$ cat src/rtl/spi_hp_pkg.sv
package spi_hp_pkg;

   typedef enum logic [1:0] {
      MS_IDLE = 2'd0,
      MS_LOW  = 2'd1,
      MS_HIGH = 2'd2
   } mst_st_t;

   function automatic bit width_ok(input int w);
      return (w == 8) || (w == 16) || (w == 24);
   endfunction

endpackage

$ cat src/rtl/spi_hp_sync.sv
module spi_hp_sync #(
   parameter int              WIDTH   = 1,
   parameter int              STAGES  = 2,
   parameter logic [WIDTH-1:0] RST_VAL = '0
)(
   input  logic             clk,
   input  logic             rst_n,
   input  logic [WIDTH-1:0] d,
   output logic [WIDTH-1:0] q
);

   generate
      if (STAGES < 2) begin : g_bad_stages
         $error("spi_hp_sync needs at least two stages");
      end
   endgenerate

   logic [WIDTH-1:0] stg [STAGES];

   always_ff @(posedge clk or negedge rst_n) begin
      if (!rst_n) begin
         for (int i = 0; i < STAGES; i++) stg[i] <= RST_VAL;
      end else begin
         stg[0] <= d;
         for (int i = 1; i < STAGES; i++) stg[i] <= stg[i-1];
      end
   end

   assign q = stg[STAGES-1];

endmodule

$ cat src/rtl/spi_hp_div.sv
module spi_hp_div #(
   parameter int DIV_W = 8
)(
   input  logic             clk,
   input  logic             rst_n,
   input  logic             run,
   input  logic [DIV_W-1:0] half,
   output logic             tick
);

   logic [DIV_W-1:0] cnt;
   logic [DIV_W-1:0] lim;

   assign lim  = (half == '0) ? '0 : half - 1'b1;
   assign tick = run && (cnt == lim);

   always_ff @(posedge clk or negedge rst_n) begin
      if (!rst_n)             cnt <= '0;
      else if (!run || tick)  cnt <= '0;
      else                    cnt <= cnt + 1'b1;
   end

endmodule

$ cat src/rtl/spi_hp_shreg.sv
module spi_hp_shreg #(
   parameter int W = 24
)(
   input  logic         clk,
   input  logic         rst_n,
   input  logic         load,
   input  logic [W-1:0] load_val,
   input  logic         shift,
   input  logic         samp_en,
   input  logic         samp_bit,
   output logic         msb,
   output logic [W-1:0] word
);

   logic [W-1:0] sh;
   logic         samp;

   always_ff @(posedge clk or negedge rst_n) begin
      if (!rst_n) begin
         sh   <= '0;
         samp <= 1'b0;
      end else begin
         if (load)       sh <= load_val;
         else if (shift) sh <= {sh[W-2:0], samp};
         if (samp_en)    samp <= samp_bit;
      end
   end

   assign msb  = sh[W-1];
   assign word = {sh[W-2:0], samp_bit};

endmodule

$ cat src/rtl/spi_host_port.sv
module spi_host_port
   import spi_hp_pkg::*;
#(
   parameter int WORD_W      = 24,
   parameter int DIV_W       = 8,
   parameter int SYNC_STAGES = 2
)(
   input  logic              clk,
   input  logic              rst_n,
   input  logic              master_mode,
   input  logic [1:0]        req_en,
   input  logic [DIV_W-1:0]  half_div,
   input  logic              wr_stb,
   input  logic [WORD_W-1:0] wr_data,
   input  logic              rd_stb,
   output logic [WORD_W-1:0] rd_data,
   output logic              rx_valid,
   output logic              busy,
   input  logic              err_clr,
   output logic              bus_err,
   input  logic              sck_in,
   output logic              sck_out,
   input  logic              ss_n_in,
   input  logic              sdi,
   output logic              sdo,
   output logic              sdo_oe,
   input  logic              req_n_in,
   output logic              req_n_out,
   output logic              req_oe
);

   localparam int              CNT_W    = $clog2(WORD_W);
   localparam logic [CNT_W-1:0] LAST_BIT = CNT_W'(WORD_W - 1);

   generate
      if (!width_ok(WORD_W)) begin : g_bad_width
         $error("WORD_W must be 8, 16 or 24");
      end
   endgenerate

   // synchronised bus inputs: {sck, ss_n, sdi, req_n}
   logic [3:0] sync_q;
   logic       sck_s, ss_s, sdi_s, req_s, sck_d;

   spi_hp_sync #(.WIDTH(4), .STAGES(SYNC_STAGES), .RST_VAL(4'b0101)) u_sync (
      .clk   (clk),
      .rst_n (rst_n),
      .d     ({sck_in, ss_n_in, sdi, req_n_in}),
      .q     (sync_q)
   );

   assign {sck_s, ss_s, sdi_s, req_s} = sync_q;

   always_ff @(posedge clk or negedge rst_n) begin
      if (!rst_n) sck_d <= 1'b0;
      else        sck_d <= sck_s;
   end

   logic mst_tick;
   mst_st_t mst_st;
   logic [CNT_W-1:0] bit_cnt;
   logic pending, armed, rdy;

   wire sck_rise  = sck_s & ~sck_d;
   wire sck_fall  = ~sck_s & sck_d;
   wire slave_act = !master_mode && !ss_s;
   wire err_det   = master_mode && !ss_s;
   wire mid_word  = (bit_cnt != '0);

   wire s_rise  = slave_act && sck_rise;
   wire s_fall  = slave_act && sck_fall && mid_word;
   wire m_rise  = master_mode && (mst_st == MS_LOW) && mst_tick && !err_det;
   wire m_fall  = master_mode && (mst_st == MS_HIGH) && mst_tick && mid_word && !err_det;
   wire rise_ev = s_rise || m_rise;
   wire fall_ev = s_fall || m_fall;
   wire cap_bit = master_mode ? sdi : sdi_s;
   wire word_done = rise_ev && (bit_cnt == LAST_BIT);
   wire load    = wr_stb && (master_mode ? (mst_st == MS_IDLE)
                                         : (!mid_word && !rise_ev));
   wire start   = master_mode && (mst_st == MS_IDLE) && pending && armed
                  && !req_s && !err_det;

   spi_hp_div #(.DIV_W(DIV_W)) u_div (
      .clk   (clk),
      .rst_n (rst_n),
      .run   (mst_st != MS_IDLE),
      .half  (half_div),
      .tick  (mst_tick)
   );

   logic [WORD_W-1:0] asm_word;
   logic              sh_msb;

   spi_hp_shreg #(.W(WORD_W)) u_shreg (
      .clk      (clk),
      .rst_n    (rst_n),
      .load     (load),
      .load_val (wr_data),
      .shift    (fall_ev),
      .samp_en  (rise_ev),
      .samp_bit (cap_bit),
      .msb      (sh_msb),
      .word     (asm_word)
   );

   // master sequencer
   always_ff @(posedge clk or negedge rst_n) begin
      if (!rst_n) begin
         mst_st  <= MS_IDLE;
         sck_out <= 1'b0;
      end else if (!master_mode || err_det) begin
         mst_st  <= MS_IDLE;
         sck_out <= 1'b0;
      end else begin
         unique case (mst_st)
            MS_IDLE: if (start) mst_st <= MS_LOW;
            MS_LOW: if (mst_tick) begin
               sck_out <= 1'b1;
               mst_st  <= MS_HIGH;
            end
            MS_HIGH: if (mst_tick) begin
               sck_out <= 1'b0;
               mst_st  <= mid_word ? MS_LOW : MS_IDLE;
            end
            default: mst_st <= MS_IDLE;
         endcase
      end
   end

   always_ff @(posedge clk or negedge rst_n) begin
      if (!rst_n)                          pending <= 1'b0;
      else if (!master_mode || err_det)    pending <= 1'b0;
      else if (start)                      pending <= 1'b0;
      else if (load)                       pending <= 1'b1;
   end

   always_ff @(posedge clk or negedge rst_n) begin
      if (!rst_n)      armed <= 1'b0;
      else if (start)  armed <= 1'b0;
      else if (req_s)  armed <= 1'b1;
   end

   always_ff @(posedge clk or negedge rst_n) begin
      if (!rst_n)
         bit_cnt <= '0;
      else if (master_mode ? (err_det || mst_st == MS_IDLE) : ss_s)
         bit_cnt <= '0;
      else if (rise_ev)
         bit_cnt <= (bit_cnt == LAST_BIT) ? '0 : bit_cnt + 1'b1;
   end

   always_ff @(posedge clk or negedge rst_n) begin
      if (!rst_n)                       rdy <= 1'b0;
      else if (master_mode)             rdy <= 1'b0;
      else if (s_rise && !mid_word)     rdy <= 1'b0;
      else if (load)                    rdy <= 1'b1;
   end

   always_ff @(posedge clk or negedge rst_n) begin
      if (!rst_n) begin
         rd_data  <= '0;
         rx_valid <= 1'b0;
      end else begin
         if (word_done) rd_data <= asm_word;
         if (word_done)   rx_valid <= 1'b1;
         else if (rd_stb) rx_valid <= 1'b0;
      end
   end

   always_ff @(posedge clk or negedge rst_n) begin
      if (!rst_n)        bus_err <= 1'b0;
      else if (err_det)  bus_err <= 1'b1;
      else if (err_clr)  bus_err <= 1'b0;
   end

   always_ff @(posedge clk or negedge rst_n) begin
      if (!rst_n) req_oe <= 1'b0;
      else        req_oe <= !master_mode && (req_en != 2'b00);
   end

   assign sdo       = sh_msb;
   assign sdo_oe    = master_mode | ~ss_s;
   assign busy      = (mst_st != MS_IDLE);
   assign req_n_out = ~rdy;

   // guards next to the logic above
   assert_ignore_sck_R1: assert property (@(posedge clk) disable iff (!rst_n)
      (!master_mode && ss_s) |=> $stable(rd_data));

   assert_req_drop_R3: assert property (@(posedge clk) disable iff (!rst_n)
      (slave_act && sck_rise && !mid_word) |=> req_n_out);

   assert_req_hiz_R4: assert property (@(posedge clk) disable iff (!rst_n)
      (req_en == 2'b00) |=> !req_oe);

   assert_sck_idle_R5: assert property (@(posedge clk) disable iff (!rst_n)
      (mst_st == MS_IDLE) |-> !sck_out);

   assert_abort_R8: assert property (@(posedge clk) disable iff (!rst_n)
      (master_mode && !ss_s) |=> (!busy && bus_err));

   assert_err_sticky_R9: assert property (@(posedge clk) disable iff (!rst_n)
      (bus_err && !err_clr) |=> bus_err);

   assert_rx_flag_R10: assert property (@(posedge clk) disable iff (!rst_n)
      word_done |=> rx_valid);

endmodule

$ cat config.mk
export PLATFORM = sky130hd
export DESIGN_NAME = spi_host_port
export DESIGN_NICKNAME = d
export VERILOG_FILES = /design/src/rtl/spi_hp_pkg.sv /design/src/rtl/spi_hp_sync.sv /design/src/rtl/spi_hp_div.sv /design/src/rtl/spi_hp_shreg.sv /design/src/rtl/spi_host_port.sv
export SDC_FILE = /design/constraint.sdc
export NUM_CORES = 1
export LEC_CHECK = 0
export BUFFER_PORTS_ARGS = -buffer_cell sky130_fd_sc_hd__buf_2
export CORE_MARGIN = 8
export CORE_UTILIZATION = 58
export CTS_BUF_LIST = sky130_fd_sc_hd__clkbuf_4
export DETAILED_ROUTE_END_ITERATION = 10
export PLACE_DENSITY = 0.94
export SLEW_MARGIN = 20
export SYNTH_ARGS = -nofsm -noshare
export SYNTH_HDL_FRONTEND = slang
export SYNTH_SLANG_ARGS = --single-unit
$ cat constraint.sdc
create_clock -name clk -period 2.8 [get_ports clk]
set_input_delay 0 -clock clk [delete_from_list [all_inputs] [get_ports clk]]
set_output_delay 0 -clock clk [all_outputs]
set_load 0.02 [all_outputs]
==> results of run 1 <==
logic make-up after synthesis:
logic type / count (synthesis)
buffers and inverters: 36
multiplexers: 29
AND/OR/NAND/NOR: 84
flip-flops: 80
adder cells (fa/ha/maj): 8
AO/OA/AOI/OAI: 125
XOR/XNOR: 9
layout by cell type, fill, tap and decap left out, types with 8 or more instances in the layout:
cell type,n
nand2_1,12
mux2_2,9
or3_1,8
buf_2,74
inv_1,13
a21boi_0,26
nor2_1,18
ha_1,8
o21ai_0,10
a31o_2,18
clkbuf_4,10
nand3_1,8
mux2_4,10
a21oi_1,11
buf_4,15
o22a_1,24
dfrtp_1,76
dlygate4sd3_1,37
worst max-delay path, stage by stage, from the launching register on:
cell and delay (ns):
dfrtp_1 0.49, nor2b_1 0.17, nand2b_1 0.12, a41oi_1 0.24
a2111oi_2 0.56, o2111ai_4 0.22, buf_12 0.23, a21boi_0 0.31
o22a_1 0.19
metrics by stage:
| stage | cell area (um2) | power [mW] | utilization | setup WS (ns) |
|---|---|---|---|---|
| after global placement | 4750 | 1.55 | 0.665 | 0.192 |
| after CTS | 5280 | 2.37 | 0.739 | 0.283 |
| after global routing | 5280 | 2.48 | 0.739 | 0.108 |
| after floorplan | 4200 | 1.44 | - | 0.204 |
| after detailed placement | 4750 | 1.56 | 0.665 | 0.0279 |
| final | 5280 | 2.41 | 0.739 | 0.222 |
synth_stat cells, types with 4 or more instances:
cell / instances / area share
inv_1: 13 / 0.012
o21ai_0: 10 / 0.012
or3_1: 8 / 0.012
a21boi_0: 26 / 0.046
dfstp_2: 4 / 0.025
ha_1: 8 / 0.024
a31o_1: 7 / 0.015
and3_1: 6 / 0.0089
nor3_1: 4 / 0.0048
nor2b_1: 4 / 0.0060
a31o_2: 18 / 0.038
buf_6: 4 / 0.011
nor4b_1: 5 / 0.010
nand2b_1: 5 / 0.0074
dfrtp_1: 76 / 0.45
nand2_1: 12 / 0.011
nand3_1: 8 / 0.0095
mux2_4: 10 / 0.036
a21oi_1: 11 / 0.013
o22a_1: 24 / 0.050
mux2_1: 7 / 0.019
xor2_1: 6 / 0.013
nor2_1: 18 / 0.016
mux2_2: 9 / 0.024
clkbuf_1: 17 / 0.015
cell type report:
type | count | share of cell area
multi-input combinational | 255 | 0.387
sequential | 80 | 0.380
tap | 99 | 0.0235
clock buffer | 10 | 0.0142
clock inverter | 6 | 0.0159
inverter | 13 | 0.00925
timing repair buffer | 128 | 0.169
worst paths after layout:
| path | endpoint |
|---|---|
| min in group asynchronous | rd_data[17] |
| max | u_shreg.sh[14] |
| min reg2reg | u_sync.q[1] |
| max in group asynchronous | u_div.cnt[5] |
| max reg2reg | u_shreg.sh[14] |
| min | pending |
state kept, by name, summed over array words and instances, names as in the netlist, 2 cells and up:
| signal | flops |
|---|---|
| u_sync.q | 4 |
| u_div.cnt | 8 |
| u_shreg.sh | 24 |
| mst_st | 2 |
| u_sync.stg | 4 |
| bit_cnt | 5 |
| rd_data | 24 |
metal layers:
metal | vias up | track usage
met1 | 1812 | 0.266
met3 | 45 | 0.0608
met4 | 0 | 0.117
met2 | 160 | 0.442
li1 | 1623 | -
met5 | - | 0
where the power goes:
part	switching (mW)	leakage, nW	total [mW]	internal, mW
clock network	0.437	0.0821	0.807	0.370
logic	0.156	1.34	0.333	0.176
registers	0.0515	1.01	1.27	1.22
total	0.645	2.43	2.41	1.77
==> out/qor.csv, run 1 <==
stage,metric,value,unit
synthesis,seq_area_frac_synth,0.478,
floorplanning,fp.dieArea,10200,um2
synthesis,synth_async_sr_flop_share,1.00,
synthesis,ys_types,63,
synthesis,synth_cells,371,
floorplanning,die_width,101,um
cts,clk_latency,0.46,ns
global_route,grt_max_degree,81,
floorplanning,die_h,101,um
worst_setup_path,cp_max_fo,48,
floorplanning,io_pins,76,
synthesis,synth_fa_ha_area_frac,0.0238,
synthesis,syn_nets,423,
job,drv_cap,0,
place,dp_hpwl,7140,um
worst_setup_path,critPathLaunch,u_div.cnt[1],
synthesis,synthMuxAreaShare,0.0857,
sta,finalHoldViolCount,0,
finish,antennaDiodeCount,0,
global_route,grt_pass1_vias,3833,
worst_setup_path,startpoint_type,flip-flop,
sta,period_minus_slack,2.58,ns
global_route,track_usage,0.246,
route,wl_met2,6470,um
finish,multi_input_area,2040,um2
global_route,grt_overflow,0,
cts,cts.path.max_buffers,2,
place,io_buffers,75,
sta,fmax,388,MHz
place,placed_cells,538,
cts,hold_buffers,37,
sta,whs,0.0333,ns
sta,fin_tns_setup,0,ns
cts,ctsHtreeMaxLevel,3,
route,drt-met1-wl,4550,um
cts,cts_sinks,80,
sta,fin_crit_sh,0.921,
worst_setup_path,path_class,reg2reg,
finish,fillerInstances,490,
cts,tritoncts,built,
floorplanning,num_rows,31,
synthesis,synth_ff_type,dfrtp_1,
hold_path,hp-class,in2reg,
synthesis,synth_seq_cells,80,
synthesis,synth_compound_area_frac,0.241,
sta,slew_violations,0,
worst_setup_path,cp.required,3.20,ns
hold_path,whs_path_depth,4,
synthesis,synth_top_family_by_area,compound AO/OA/AOI/OAI gates,
cts,clk_pin_slew,0.15,ns
synthesis,synth.avg_cell_area,11.3,um2
worst_setup_path,r2r_slack,0.22,ns
route,drcViolationCount,0,
route,drtPass1Iterations,5,
worst_setup_path,worstRegToRegCells,8,
synthesis,yosys.area_share.simple,0.113,
sta,rsz0062_at_grt,no,
route,highest_layer,met4,
cts,post_cts_buffers,0,
finish,drive_gt1_frac,0.321,
route,antenna_left,0,
floorplanning,fp.coreArea,7140,um2
power_and_ir_drop,power.leakage,2.43,nW
sta,timing.max_slew.rel_slack,0.333,
power_and_ir_drop,powerDensity,457,nW/um2
sta,setup_violations,0,
route,dr.first_iter.drc_count,205,
worst_setup_path,regToRegStartpoint,u_div.cnt[1],
synthesis,synth_xor_area_frac,0.0188,
global_route,grt_first_pass_wirelength,19600,um
synthesis,syn_area,4200,um2
floorplanning,start_util,0.589,
finish,fin_nets,539,
power_and_ir_drop,max-vdd-ir-drop,0.356,mV
synthesis,synth-edff-count,0,
synthesis,yosysWarnings,0,
route,wl_met3,719,um
route,post_drt_wl_per_cell,20.6,um
finish,syn2layout_area_growth,25.5,%
cts,cts_buffers,9,
sta,fin_skew,0.0276,ns
place,gp_congestion,0.912,
status,status,"finished, final reports clean",
sta,tightest_slew,1.00,ns
route,vias,3640,
hold_path,min_from,wr_stb,
route,avgViaCountPerCell,6.16,
route,routed_wl,12200,um
global_route,antenna_found_initial,0,
finish,seq_area,2010,um2
worst_setup_path,crit_path_end_kind,flip-flop,
cts,cts_resized,0,
finish,instances_no_fill,591,
cts,cts_root_buf,clkbuf_4,
worst_setup_path,cp.arrival,2.98,ns
No activity file was read; power rests on OpenSTA's default activity.
==> inputs of run 2 (changes only) <==
--- a/config.mk
+++ b/config.mk
@@ -7,10 +7,10 @@
 export LEC_CHECK = 0
 export BUFFER_PORTS_ARGS = -buffer_cell sky130_fd_sc_hd__buf_2
 export CORE_MARGIN = 8
-export CORE_UTILIZATION = 58
+export CORE_UTILIZATION = 45
 export CTS_BUF_LIST = sky130_fd_sc_hd__clkbuf_4
 export DETAILED_ROUTE_END_ITERATION = 10
-export PLACE_DENSITY = 0.94
+export PLACE_DENSITY = 0.78
 export SLEW_MARGIN = 20
 export SYNTH_ARGS = -nofsm -noshare
 export SYNTH_HDL_FRONTEND = slang
==> run 2 against run 1 <==
Clock skew is 0.017 ns lower. Die area is 24% higher. Clock power is 5.5% lower. Final area is 0.36% lower. Largest cell class unchanged. Critical path type unchanged. Combinational power is 5% lower. Global-route usage is 8.0 points lower. First-iteration DRC count is 30% lower. Critical endpoint is now rd_data[10]. Critical path depth stayed put.
==> out/qor.csv, run 2 (synthesis results as in run 1) <==
stage,metric,value,unit
place,gp_congestion,0.912,
finish,antennaDiodeCount,0,
finish,instances_no_fill,598,
global_route,grt_pass1_vias,3587,
sta,fmax,406,MHz
power_and_ir_drop,combPwrFrac,0.135,
cts,cts.path.max_buffers,2,
job,drv_cap,0,
route,drtPass1Iterations,4,
power_and_ir_drop,power.leakage,2.41,nW
global_route,grt_overflow,0,
cts,hold_buffers,37,
power_and_ir_drop,max-vdd-ir-drop,0.353,mV
floorplanning,io_pins,76,
route,drcViolationCount,0,
power_and_ir_drop,swShare,0.249,
finish,reg_top3,"rd_data x24, u_shreg.sh x24, u_div.cnt x8",
worst_setup_path,cp.arrival,2.78,ns
floorplanning,die_width,113,um
cts,cts_resized,0,
worst_setup_path,cp.required,3.11,ns
hold_path,hp-class,in2reg,
cts,cts_sinks,80,
global_route,grt_max_degree,81,
place,pre_cts_ws,0.00765,ns
cts,cts_buffers,9,
cts,clk_latency,0.41,ns
power_and_ir_drop,seqPwrFrac,0.539,
cts,post_cts_buffers,0,
sta,fin_skew,0.0107,ns
finish,final_common_cell,dfrtp_1,
place,io_buffers,75,
sta,setup_violations,0,
status,status,"finished, final reports clean",
worst_setup_path,crit_path_end_kind,flip-flop,
cts,cts_root_buf,clkbuf_4,
floorplanning,num_rows,35,
hold_path,whs_path_depth,4,
cts,tritoncts,built,
finish,fillerInstances,761,
worst_setup_path,startpoint_type,flip-flop,
route,post_drt_wl_per_cell,17.0,um
finish,final_cell_mix,"76 x dfrtp_1, 74 x buf_2, 37 x dlygate4sd3_1",
worst_setup_path,path_class,reg2reg,
sta,tightest_slew,0.728,ns
floorplanning,die_h,113,um
floorplanning,fp.coreArea,9150,um2
sta,finalHoldViolCount,0,
sta,whs,0.0476,ns
global_route,antenna_found_initial,0,
sta,fin_crit_sh,0.881,
power_and_ir_drop,powerDensity,446,nW/um2
sta,fin_tns_setup,0,ns
sta,rsz0062_at_grt,no,
global_route,track_usage,0.166,
cts,ctsHtreeMaxLevel,3,
finish,final_util,0.574,
power_and_ir_drop,pwr-share-clk,0.326,
floorplanning,fp.dieArea,12700,um2
route,antenna_left,0,
finish,drive_gt1_frac,0.316,
finish,fin_nets,534,
route,avgViaCountPerCell,5.67,
worst_setup_path,worstRegToRegCells,8,
global_route,grt_first_pass_wirelength,17200,um
worst_setup_path,cp_max_fo,27,
power_and_ir_drop,p_sw,583,uW
place,placed_cells,545,
finish,syn2layout_area_growth,25.1,%
route,routed_wl,10200,um
route,vias,3388,
place,dp_hpwl,6630,um
route,dr.first_iter.drc_count,143,
sta,timing.max_slew.rel_slack,0.515,
sta,slew_violations,0,
sta,period_minus_slack,2.47,ns
sta,fin_ws,0.334,ns
power_and_ir_drop,internal-power,1.76,mW
cts,clk_pin_slew,0.13,ns
floorplanning,start_util,0.459,
==> run 2: cell types whose count changed in the layout (fill, tap and decap cells not counted) <==
cell / before / now
clkinvlp_4: 1 / 2
clkinv_1: 2 / 1
buf_6: 0 / 1
buf_4: 15 / 9
clkinv_2: 0 / 1
inv_6: 1 / 0
==> run 2: through the flow <==
step | power (mW) | area (um2)
detailed placement | 1.56 | 4720
global route | 2.46 | 5260
finish | 2.34 | 5260
CTS | 2.37 | 5250
floorplan | 1.44 | 4200
global placement | 1.55 | 4720
==> run 2: final timing paths <==
path / from / to / slack (ns)
min in group asynchronous: rst_n / u_shreg.sh[8] / 0.15
setup / recovery: u_div.cnt[1] / rd_data[10] / 0.33
setup reg to reg: u_div.cnt[1] / rd_data[10] / 0.33
hold reg to reg: u_sync.stg[4] / u_sync.q[0] / 0.36
max in group asynchronous: rst_n / u_shreg.sh[16] / 2.13
hold / removal: wr_stb / pending / 0.05
==> run 2: area by class of cell <==
type	count	area (um2)	area share
Clock inverter	6	83.8	0.0159
Timing Repair Buffer	123	860	0.164
Tap cell	111	139	0.0264
Inverter	13	48.8	0.00928
Clock buffer	10	75.1	0.0143
Sequential cell	80	2010	0.382
Multi-Input combinational cell	255	2040	0.389
==> run 2: worst max-delay path: stages (launching register included) <==
cell       delay (ns)
dfrtp_1          0.48
nor2b_1          0.15
nand2b_1         0.12
a41oi_1          0.21
a211oi_4         0.37
o2111ai_2        0.24
a21oi_4          0.21
buf_12           0.23
mux2_2           0.36
==> run 2: power by group through the flow <==
stage               registers (mW)  logic (mW)  clock network (mW)
global placement              1.28       0.264                   0
finish                        1.26       0.317               0.763
detailed placement            1.28       0.273                   0
floorplan                     1.28       0.166                   0
CTS                           1.26       0.316               0.787
global route                  1.27       0.350               0.835
==> run 2: metal layers <==
metal,track usage,up-vias,part of all wire,routed length [um]
li1,-,1622,-,-
met1,0.198,1669,0.43,4370
met2,0.285,84,0.51,5190
met3,0.0392,13,0.046,463
met4,0.0603,0,0.013,136
met5,0,-,0,0
